`config.mk`:
```
export PLATFORM = sky130hd
export DESIGN_NAME = eeprom3w
export DESIGN_NICKNAME = d
export VERILOG_FILES = /design/src/rtl/eeprom3w_pkg.sv /design/src/rtl/eeprom3w_array.sv /design/src/rtl/eeprom3w_prog_timer.sv /design/src/rtl/eeprom3w.sv
export SDC_FILE = /design/constraint.sdc
export NUM_CORES = 2
export LEC_CHECK = 0
export CORE_AREA = 10 10 335 337
export CTS_CLUSTER_DIAMETER = 30
export DETAILED_ROUTE_END_ITERATION = 8
export DIE_AREA = 0 0 345 347
export PLACE_DENSITY = 0.67
export SLEW_MARGIN = 20
export SYNTH_ARGS = -nofsm -noshare
export SYNTH_HDL_FRONTEND = slang
export SYNTH_HIERARCHICAL = 1
export SYNTH_SLANG_ARGS = --single-unit
```
`constraint.sdc`:
```
create_clock -name clk -period 4.15 [get_ports clk]
set_clock_uncertainty 0.05 [all_clocks]
set_input_delay 0.6225 -clock clk [delete_from_list [all_inputs] [get_ports clk]]
set_output_delay 0.6225 -clock clk [all_outputs]
set_load 0.1 [all_outputs]
```
`src/rtl/eeprom3w_pkg.sv`:
```
package eeprom3w_pkg;

  typedef enum logic [2:0] {
    ST_IDLE, ST_OPC, ST_ADDR, ST_DATA, ST_READ, ST_HOLD
  } fsm_t;

  localparam logic [1:0] OP_EXT   = 2'b00;
  localparam logic [1:0] OP_WRITE = 2'b01;
  localparam logic [1:0] OP_READ  = 2'b10;
  localparam logic [1:0] OP_ERASE = 2'b11;

  localparam logic [1:0] SUB_DIS   = 2'b00;
  localparam logic [1:0] SUB_WRALL = 2'b01;
  localparam logic [1:0] SUB_ERALL = 2'b10;
  localparam logic [1:0] SUB_EN    = 2'b11;

  // top two bits of an address field that is alen bits long
  function automatic logic [1:0] sub_cmd(input logic [15:0] a, input int alen);
    return a[alen-1 -: 2];
  endfunction

  // upper-half selection in byte mode
  function automatic logic byte_is_hi(input logic [15:0] a);
    return a[0];
  endfunction

endpackage

```
`src/rtl/eeprom3w_array.sv`:
```
module eeprom3w_array #(
  parameter int NWORDS = 64,
  parameter int DW     = 16
) (
  input  logic                      clk,
  input  logic                      rst_n,
  input  logic                      wr_en,
  input  logic                      wr_all,
  input  logic [$clog2(NWORDS)-1:0] wr_idx,
  input  logic [1:0]                wr_be,
  input  logic [DW-1:0]             wr_data,
  input  logic [$clog2(NWORDS)-1:0] rd_idx,
  output logic [DW-1:0]             rd_data
);
  localparam int IW = $clog2(NWORDS);
  localparam int HW = DW / 2;

  logic [NWORDS*DW-1:0] mem_flat;

  for (genvar g = 0; g < NWORDS; g++) begin : g_word
    logic [DW-1:0] word_q;
    logic          hit;
    assign hit = wr_en && (wr_all || wr_idx == IW'(g));
    always_ff @(posedge clk or negedge rst_n) begin
      if (!rst_n) begin
        word_q <= '1;
      end else if (hit) begin
        if (wr_be[0]) word_q[HW-1:0]  <= wr_data[HW-1:0];
        if (wr_be[1]) word_q[DW-1:HW] <= wr_data[DW-1:HW];
      end
    end
    assign mem_flat[g*DW +: DW] = word_q;
  end

  assign rd_data = mem_flat[rd_idx*DW +: DW];

  // no strobe, no change anywhere in the array
  a_r12_array_stable: assert property (@(posedge clk) disable iff (!rst_n)
    !wr_en |=> $stable(mem_flat));

endmodule

```
`src/rtl/eeprom3w_prog_timer.sv`:
```
module eeprom3w_prog_timer #(
  parameter int CYCLES = 60
) (
  input  logic clk,
  input  logic rst_n,
  input  logic start,
  output logic busy
);
  localparam int TW = $clog2(CYCLES + 1);

  logic [TW-1:0] remain_q;

  always_ff @(posedge clk or negedge rst_n) begin
    if (!rst_n)               remain_q <= '0;
    else if (start)           remain_q <= TW'(CYCLES);
    else if (remain_q != '0)  remain_q <= remain_q - 1'b1;
  end

  assign busy = (remain_q != '0);

  // a new cycle is never launched on top of a running one
  a_r10_start_idle: assert property (@(posedge clk) disable iff (!rst_n)
    start |-> !busy);
  // busy appears only as the result of a start request
  a_r10_busy_from_start: assert property (@(posedge clk) disable iff (!rst_n)
    $rose(busy) |-> $past(start));

endmodule

```
`src/rtl/eeprom3w.sv`:
```
module eeprom3w
  import eeprom3w_pkg::*;
#(
  parameter int AW8         = 7,
  parameter int DW          = 16,
  parameter int PROG_CYCLES = 60,
  parameter int MIN_CS_LOW  = 4
) (
  input  logic clk,
  input  logic rst_n,
  input  logic cs,
  input  logic sk,
  input  logic di,
  input  logic org,
  output logic dout,
  output logic dout_en
);
  localparam int AW16   = AW8 - 1;
  localparam int NWORDS = 1 << AW16;
  localparam int HW     = DW / 2;
  localparam int CW     = $clog2(DW + 1);
  localparam int LW     = $clog2(MIN_CS_LOW + 1);

  fsm_t            state_q;
  logic            cs_q, sk_q, sk_rise, cs_rise;
  logic [CW-1:0]   cnt_q, alen, wlen;
  logic [1:0]      op_q;
  logic [AW8-1:0]  addr_q, addr_nxt, a_sel;
  logic [DW-1:0]   data_q, data_nxt, out_sr;
  logic [LW-1:0]   cs_low_q;
  logic            wen_q, status_q, busy;
  logic            last_addr, last_data;
  logic [1:0]      sub;
  logic            hi_sel;
  logic [AW16-1:0] word_idx;
  logic [DW-1:0]   rd_word;
  logic [HW-1:0]   rd_byte;
  logic            prog_req, prog_start, prog_all;
  logic [1:0]      prog_be;
  logic [DW-1:0]   prog_data;

  assign sk_rise  = cs && sk && !sk_q;
  assign cs_rise  = cs && !cs_q;
  assign alen     = org ? CW'(AW16) : CW'(AW8);
  assign wlen     = org ? CW'(DW)   : CW'(HW);
  assign addr_nxt = {addr_q[AW8-2:0], di};
  assign data_nxt = {data_q[DW-2:0], di};
  assign a_sel    = (state_q == ST_ADDR) ? addr_nxt : addr_q;
  assign sub      = sub_cmd(16'(a_sel), int'(alen));
  assign hi_sel   = byte_is_hi(16'(a_sel));
  assign word_idx = org ? a_sel[AW16-1:0] : a_sel[AW8-1:1];
  assign rd_byte  = hi_sel ? rd_word[DW-1:HW] : rd_word[HW-1:0];

  assign last_addr = sk_rise && state_q == ST_ADDR && cnt_q == alen - 1'b1;
  assign last_data = sk_rise && state_q == ST_DATA && cnt_q == wlen - 1'b1;

  // programming request, decided on the bit that completes a command
  always_comb begin
    prog_req  = 1'b0;
    prog_all  = 1'b0;
    prog_data = '1;
    prog_be   = org ? 2'b11 : (hi_sel ? 2'b10 : 2'b01);
    if (last_addr) begin
      if (op_q == OP_ERASE) prog_req = 1'b1;
      if (op_q == OP_EXT && sub == SUB_ERALL) begin
        prog_req = 1'b1;
        prog_all = 1'b1;
        prog_be  = 2'b11;
      end
    end
    if (last_data) begin
      prog_data = org ? data_nxt : {data_nxt[HW-1:0], data_nxt[HW-1:0]};
      if (op_q == OP_WRITE) prog_req = 1'b1;
      if (op_q == OP_EXT) begin
        prog_req = 1'b1;
        prog_all = 1'b1;
        prog_be  = 2'b11;
      end
    end
  end

  assign prog_start = prog_req && wen_q;

  eeprom3w_array #(.NWORDS(NWORDS), .DW(DW)) u_array (
    .clk(clk), .rst_n(rst_n),
    .wr_en(prog_start), .wr_all(prog_all), .wr_idx(word_idx),
    .wr_be(prog_be), .wr_data(prog_data),
    .rd_idx(word_idx), .rd_data(rd_word)
  );

  eeprom3w_prog_timer #(.CYCLES(PROG_CYCLES)) u_timer (
    .clk(clk), .rst_n(rst_n), .start(prog_start), .busy(busy)
  );

  always_ff @(posedge clk or negedge rst_n) begin
    if (!rst_n) begin
      state_q  <= ST_IDLE;
      cs_q     <= 1'b0;
      sk_q     <= 1'b0;
      cnt_q    <= '0;
      op_q     <= '0;
      addr_q   <= '0;
      data_q   <= '0;
      out_sr   <= '0;
      cs_low_q <= '0;
      wen_q    <= 1'b0;
      status_q <= 1'b0;
      dout     <= 1'b0;
      dout_en  <= 1'b0;
    end else begin
      cs_q <= cs;
      sk_q <= sk;
      if (!cs) begin
        if (cs_low_q != LW'(MIN_CS_LOW)) cs_low_q <= cs_low_q + 1'b1;
        state_q  <= ST_IDLE;
        cnt_q    <= '0;
        status_q <= 1'b0;
        dout_en  <= 1'b0;
      end else begin
        cs_low_q <= '0;
        if (cs_rise && busy && cs_low_q >= LW'(MIN_CS_LOW)) begin
          status_q <= 1'b1;
          dout_en  <= 1'b1;
          dout     <= 1'b0;
        end else if (status_q) begin
          dout <= !busy;
        end
        if (sk_rise) begin
          unique case (state_q)
            ST_IDLE: if (di && !busy) begin
              state_q  <= ST_OPC;
              cnt_q    <= '0;
              status_q <= 1'b0;
              dout_en  <= 1'b0;
            end
            ST_OPC: begin
              op_q <= {op_q[0], di};
              if (cnt_q == CW'(1)) begin
                state_q <= ST_ADDR;
                cnt_q   <= '0;
              end else begin
                cnt_q <= cnt_q + 1'b1;
              end
            end
            ST_ADDR: begin
              addr_q <= addr_nxt;
              cnt_q  <= cnt_q + 1'b1;
              if (last_addr) begin
                cnt_q   <= '0;
                state_q <= ST_HOLD;
                unique case (op_q)
                  OP_READ: begin
                    out_sr  <= org ? rd_word : {rd_byte, {HW{1'b0}}};
                    dout    <= 1'b0;
                    dout_en <= 1'b1;
                    state_q <= ST_READ;
                  end
                  OP_WRITE: state_q <= ST_DATA;
                  OP_ERASE: state_q <= ST_HOLD;
                  default: begin
                    if (sub == SUB_EN)    wen_q   <= 1'b1;
                    if (sub == SUB_DIS)   wen_q   <= 1'b0;
                    if (sub == SUB_WRALL) state_q <= ST_DATA;
                  end
                endcase
              end
            end
            ST_DATA: begin
              data_q <= data_nxt;
              cnt_q  <= cnt_q + 1'b1;
              if (last_data) state_q <= ST_HOLD;
            end
            ST_READ: begin
              if (cnt_q == wlen) begin
                dout_en <= 1'b0;
                state_q <= ST_HOLD;
              end else begin
                dout   <= out_sr[DW-1];
                out_sr <= {out_sr[DW-2:0], 1'b0};
                cnt_q  <= cnt_q + 1'b1;
              end
            end
            default: ;
          endcase
        end
      end
    end
  end

  // chip select low releases the output on the next cycle
  a_r11_release_on_cs_low: assert property (@(posedge clk) disable iff (!rst_n)
    !cs |=> !dout_en);
  // a busy cycle is only ever entered with programming enabled
  a_r9_busy_needs_enable: assert property (@(posedge clk) disable iff (!rst_n)
    $rose(busy) |-> $past(wen_q));
  // status shows 0 while the timer is running
  a_r10_status_busy_low: assert property (@(posedge clk) disable iff (!rst_n)
    (status_q && cs && busy) |=> !dout);
  // status shows 1 once the timer has expired
  a_r10_status_ready_high: assert property (@(posedge clk) disable iff (!rst_n)
    (status_q && cs && !busy) |=> dout);
  // the first driven bit of a read is the zero dummy bit
  a_r2_dummy_zero: assert property (@(posedge clk) disable iff (!rst_n)
    ($rose(dout_en) && state_q == ST_READ) |-> !dout);

endmodule

```
==> flow_summary.ini <==
[grt]
grt_max_degree = 150
global_route.overflow_total = 0
number_of_global_route_vias_before_repair = 34200
grt_pass1_wl_mm = 209
antenna_violations_before_repair = 2
grtUsageTotal_pct = 22.1

[yosys]
synth_top_area_cell = sky130_fd_sc_hd__dfstp_2
synthMostInstantiatedCell = sky130_fd_sc_hd__mux2_2
ys_seq_area_share_pct = 54.3
synth_area_per_cell_um2 = 14.8
synth_top_area_share_pct = 51.3
mappedNetlistArea_um2 = 52500
ys.warnings.count = 6
syn_inst = 3541
synthTopCellsByCount = 1,114 x sky130_fd_sc_hd__mux2_2, 1,024 x sky130_fd_sc_hd__dfstp_2, 208 x sky130_fd_sc_hd__mux4_2, 156 x sky130_fd_sc_hd__clkbuf_1, 126 x sky130_fd_sc_hd__nor2_2
synth_cell_types = 67
synth-async-reset-ratio_pct = 100
synth_top_cells_by_area = sky130_fd_sc_hd__dfstp_2 51%, sky130_fd_sc_hd__mux2_2 24%, sky130_fd_sc_hd__mux4_2 8.9%
synth.net_count = 3557
synth_flop_cell = sky130_fd_sc_hd__dfstp_2
number_of_synthesized_register_bits = 1087
synth-edff-count = 0

[worst_setup_path]
crit_path_max_incr_delay_ps = 520
critical_path.reg2reg.startpoint = state_q[0]
startpoint = state_q[0]
regToRegSetupSlack_ps = 140
path_cells = nor3b_2 > buf_12 > xnor2_1 > o22ai_1 > nor2_4 > buf_12 > buf_4 > buf_12 > mux4_2 > mux2_2 > a21oi_1 > a221oi_1 > buf_4 > and3_1 > nand3_1 > o211ai_1 > mux2_4
critPathMaxFanout = 17
data_arrival_critical_path_ps = 4660
type_of_origin_of_the_critical_path = flop
end_kind = flop
worst-setup-path-type = flop to flop
worstSetupEndpoint = out_sr[9]
end_of_the_worst_register_to_register_path = out_sr[9]
critical_path_s_most_frequent_cell = sky130_fd_sc_hd__buf_12
crit_required_ps = 4800
worst-r2r-cell-count = 17
cpMaxStageDelayCell = sky130_fd_sc_hd__mux4_2

[detailed_routing]
initialDrtViolationCount = 1919
num_vias = 32200
antenna_left = 0
wl_per_cell_um = 24.4
drt_drc_violations_left = 0
detailed_router_iteration_count_before_antenna_repair = 5
avgViaCountPerCell = 5.85
total_detailed_routing_wirelength_mm = 134

[worst_hold_path]
hold_path_class = primary input to async pin

[sta]
finalCritPeriodShare_pct = 96.6
final_hold_viol_count = 0
setup_repair_after_global_routing_missed_its_margin = yes
final_period_minus_worst_setup_slack_ps = 4010
report.final.setup_viol = 0
post-route-worst-setup-slack_ps = 143
max_slew_margin_pct = 25.0
final_max_slew_viol_count = 0
worstMarginPinSlew_ps = 1120
achievable-frequency_mhz = 250
hold_ws_ps = 164

[final_layout]
n_fill_cell = 7772
sequential_cell_area_um2 = 28500
area_growth_pct = 25.0
post-route-cell-area_um2 = 65600
post_route_non_filler_standard_cell_count = 5498
final_nets = 3915
drive_gt1_share_pct = 81.0
multiInputGateArea_um2 = 22900

[place]
placed_cells = 5043
routabilityCongestion = 0.921
numPortBuffers = 7
detailedPlacementHpwl_mm = 85.5
post_dp_cell_area_um2 = 56800
detailedPlace.worstSlack_ps = -200

[run_status]
result_of_the_run = finished clean

[clocking]
clk_pin_slew_ps = 50
worst_skew_pair.late_latency_ps = 820
max-clock-path-buffers = 3
tritoncts = yes
cts-root-buf = sky130_fd_sc_hd__clkbuf_16
clock_sink_count = 1087
cts_made_buffers = 237
cts_htree_levels = 4

[die]
initial_core_util_pct = 49.9
chipHeight_um = 347
floorplan.rows = 119
pin_count = 8
die_width_um = 345
core_region_area_um2 = 105000
die_area_um2 = 120000

[pwr]
peakVddDrop_mv = 0.435
power.density_cell_area_nw_per_um2 = 483
cellLeakagePower_nw = 26.5
total_power_mw = 31.7

[job]
max_cap_violations = 0
sequential cells by signal (all words and copies together) (netlist names), 2 cells and up:
register and cells:
u_array/g_word.word_q 1024, out_sr 16, data_q 15, addr_q 7
u_timer/remain_q 6, cnt_q 5, cs_low_q 3, state_q 3
op_q 2
timing repair:
action,CTS,global route
buffers inserted,0,8
hold buffers,0,0
endpoints found under the setup margin,0,7
gates resized for setup,0,5
metal layers:
metal,track usage (%),vias up,part of all wire (%)
li1,-,14000,-
met1,29.5,17200,44
met2,35.7,803,48
met3,4.20,231,4.9
met4,8.20,0,2.9
met5,0,-,0
kinds of logic (layout without fill, tap and decap cells):
family / Yosys count / in the layout / share of synthesized area (%)
buf+inv: 280 / 845 / 2.33
flops: 1087 / 1087 / 54.3
fa+ha+maj: 10 / 10 / 0.238
simple gates: 412 / 412 / 4.12
xor+xnor: 3 / 3 / 0.0501
mux: 1432 / 1432 / 35.0
compound gates: 317 / 317 / 3.94
other cells: 0 / 1 / 0
critical path: cells and delay by family (launching register included):
family	cells	cell delay [ps]
muxes	3	1080
buffers and inverters	5	860
xor gates and xnor gates	1	150
and+or+nand+nor	4	690
DFF	1	380
AOI/OAI and AO/OA	4	640
power by group:
part | leakage, nW | switching, mW | internal [mW]
clock | 4.14 | 6.42 | 13.6
combinational | 11.0 | 0.615 | 0.356
sequential | 11.4 | 0.0172 | 10.7
total | 26.5 | 7.05 | 24.6
cells in the final DEF, fill, tap and decap left out, types with 7 or more instances in the layout:
cell                         instances
sky130_fd_sc_hd__clkinvlp_4         37
sky130_fd_sc_hd__nand2b_2            9
sky130_fd_sc_hd__a311oi_1           12
sky130_fd_sc_hd__nor4_1             13
sky130_fd_sc_hd__dfrtp_1            63
sky130_fd_sc_hd__mux2_1             10
sky130_fd_sc_hd__nor3_1             10
sky130_fd_sc_hd__clkinv_4           16
sky130_fd_sc_hd__o21ai_0            37
sky130_fd_sc_hd__a22oi_1            12
sky130_fd_sc_hd__mux2i_1            88
sky130_fd_sc_hd__inv_6              29
sky130_fd_sc_hd__nand3_1            21
sky130_fd_sc_hd__a221oi_1           14
sky130_fd_sc_hd__a211oi_1           50
sky130_fd_sc_hd__clkbuf_8           25
sky130_fd_sc_hd__mux4_2            208
sky130_fd_sc_hd__nor2_1             47
sky130_fd_sc_hd__mux2_4             10
sky130_fd_sc_hd__nor2_2            125
sky130_fd_sc_hd__a21oi_1            92
sky130_fd_sc_hd__buf_12             61
sky130_fd_sc_hd__ha_1               10
sky130_fd_sc_hd__a31oi_1            19
sky130_fd_sc_hd__clkinv_2           24
sky130_fd_sc_hd__and3_1              8
sky130_fd_sc_hd__mux2_2           1114
sky130_fd_sc_hd__clkinv_16           7
sky130_fd_sc_hd__bufinv_16          41
sky130_fd_sc_hd__nand2_2             7
sky130_fd_sc_hd__inv_1              14
sky130_fd_sc_hd__o211ai_1           11
sky130_fd_sc_hd__buf_4             312
sky130_fd_sc_hd__nand2_1           114
sky130_fd_sc_hd__clkbuf_1           22
sky130_fd_sc_hd__nand2b_1           14
sky130_fd_sc_hd__nor2b_1            10
sky130_fd_sc_hd__clkbuf_16         237
sky130_fd_sc_hd__dfstp_2          1024
sky130_fd_sc_hd__o22ai_1            39
final cells by class:
cell class	count	share of cell area, %
multi-input combinational	2174	34.9
clock buffer	284	9.69
sequential	1087	43.4
antenna	1	0.00382
inverter	17	0.0973
timing repair buffer	382	5.60
clock inverter	162	3.61
tap	1391	2.65
through the flow:
stage,util (%),TNS (ps)
finish,62.4,0
global route,62.4,-5.90
CTS,62.3,0
detailed placement,54.0,-1570
global placement,54.0,-1290
floorplan,-,0
worst min-delay path by stage:
stage,startpoint,depth (start not counted),endpoint,slack [ps]
finish,rst_n,1,u_array/g_word[15].word_q[14],160
global route,rst_n,1,u_array/g_word[14].word_q[14],190
CTS,rst_n,1,u_array/g_word[14].word_q[14],120
detailed placement,addr_q[6],2,addr_q[6],430
global placement,addr_q[6],2,addr_q[6],410
floorplan,rst_n,0,addr_q[0],280
Note: power is estimated with default switching activity, not from simulation.
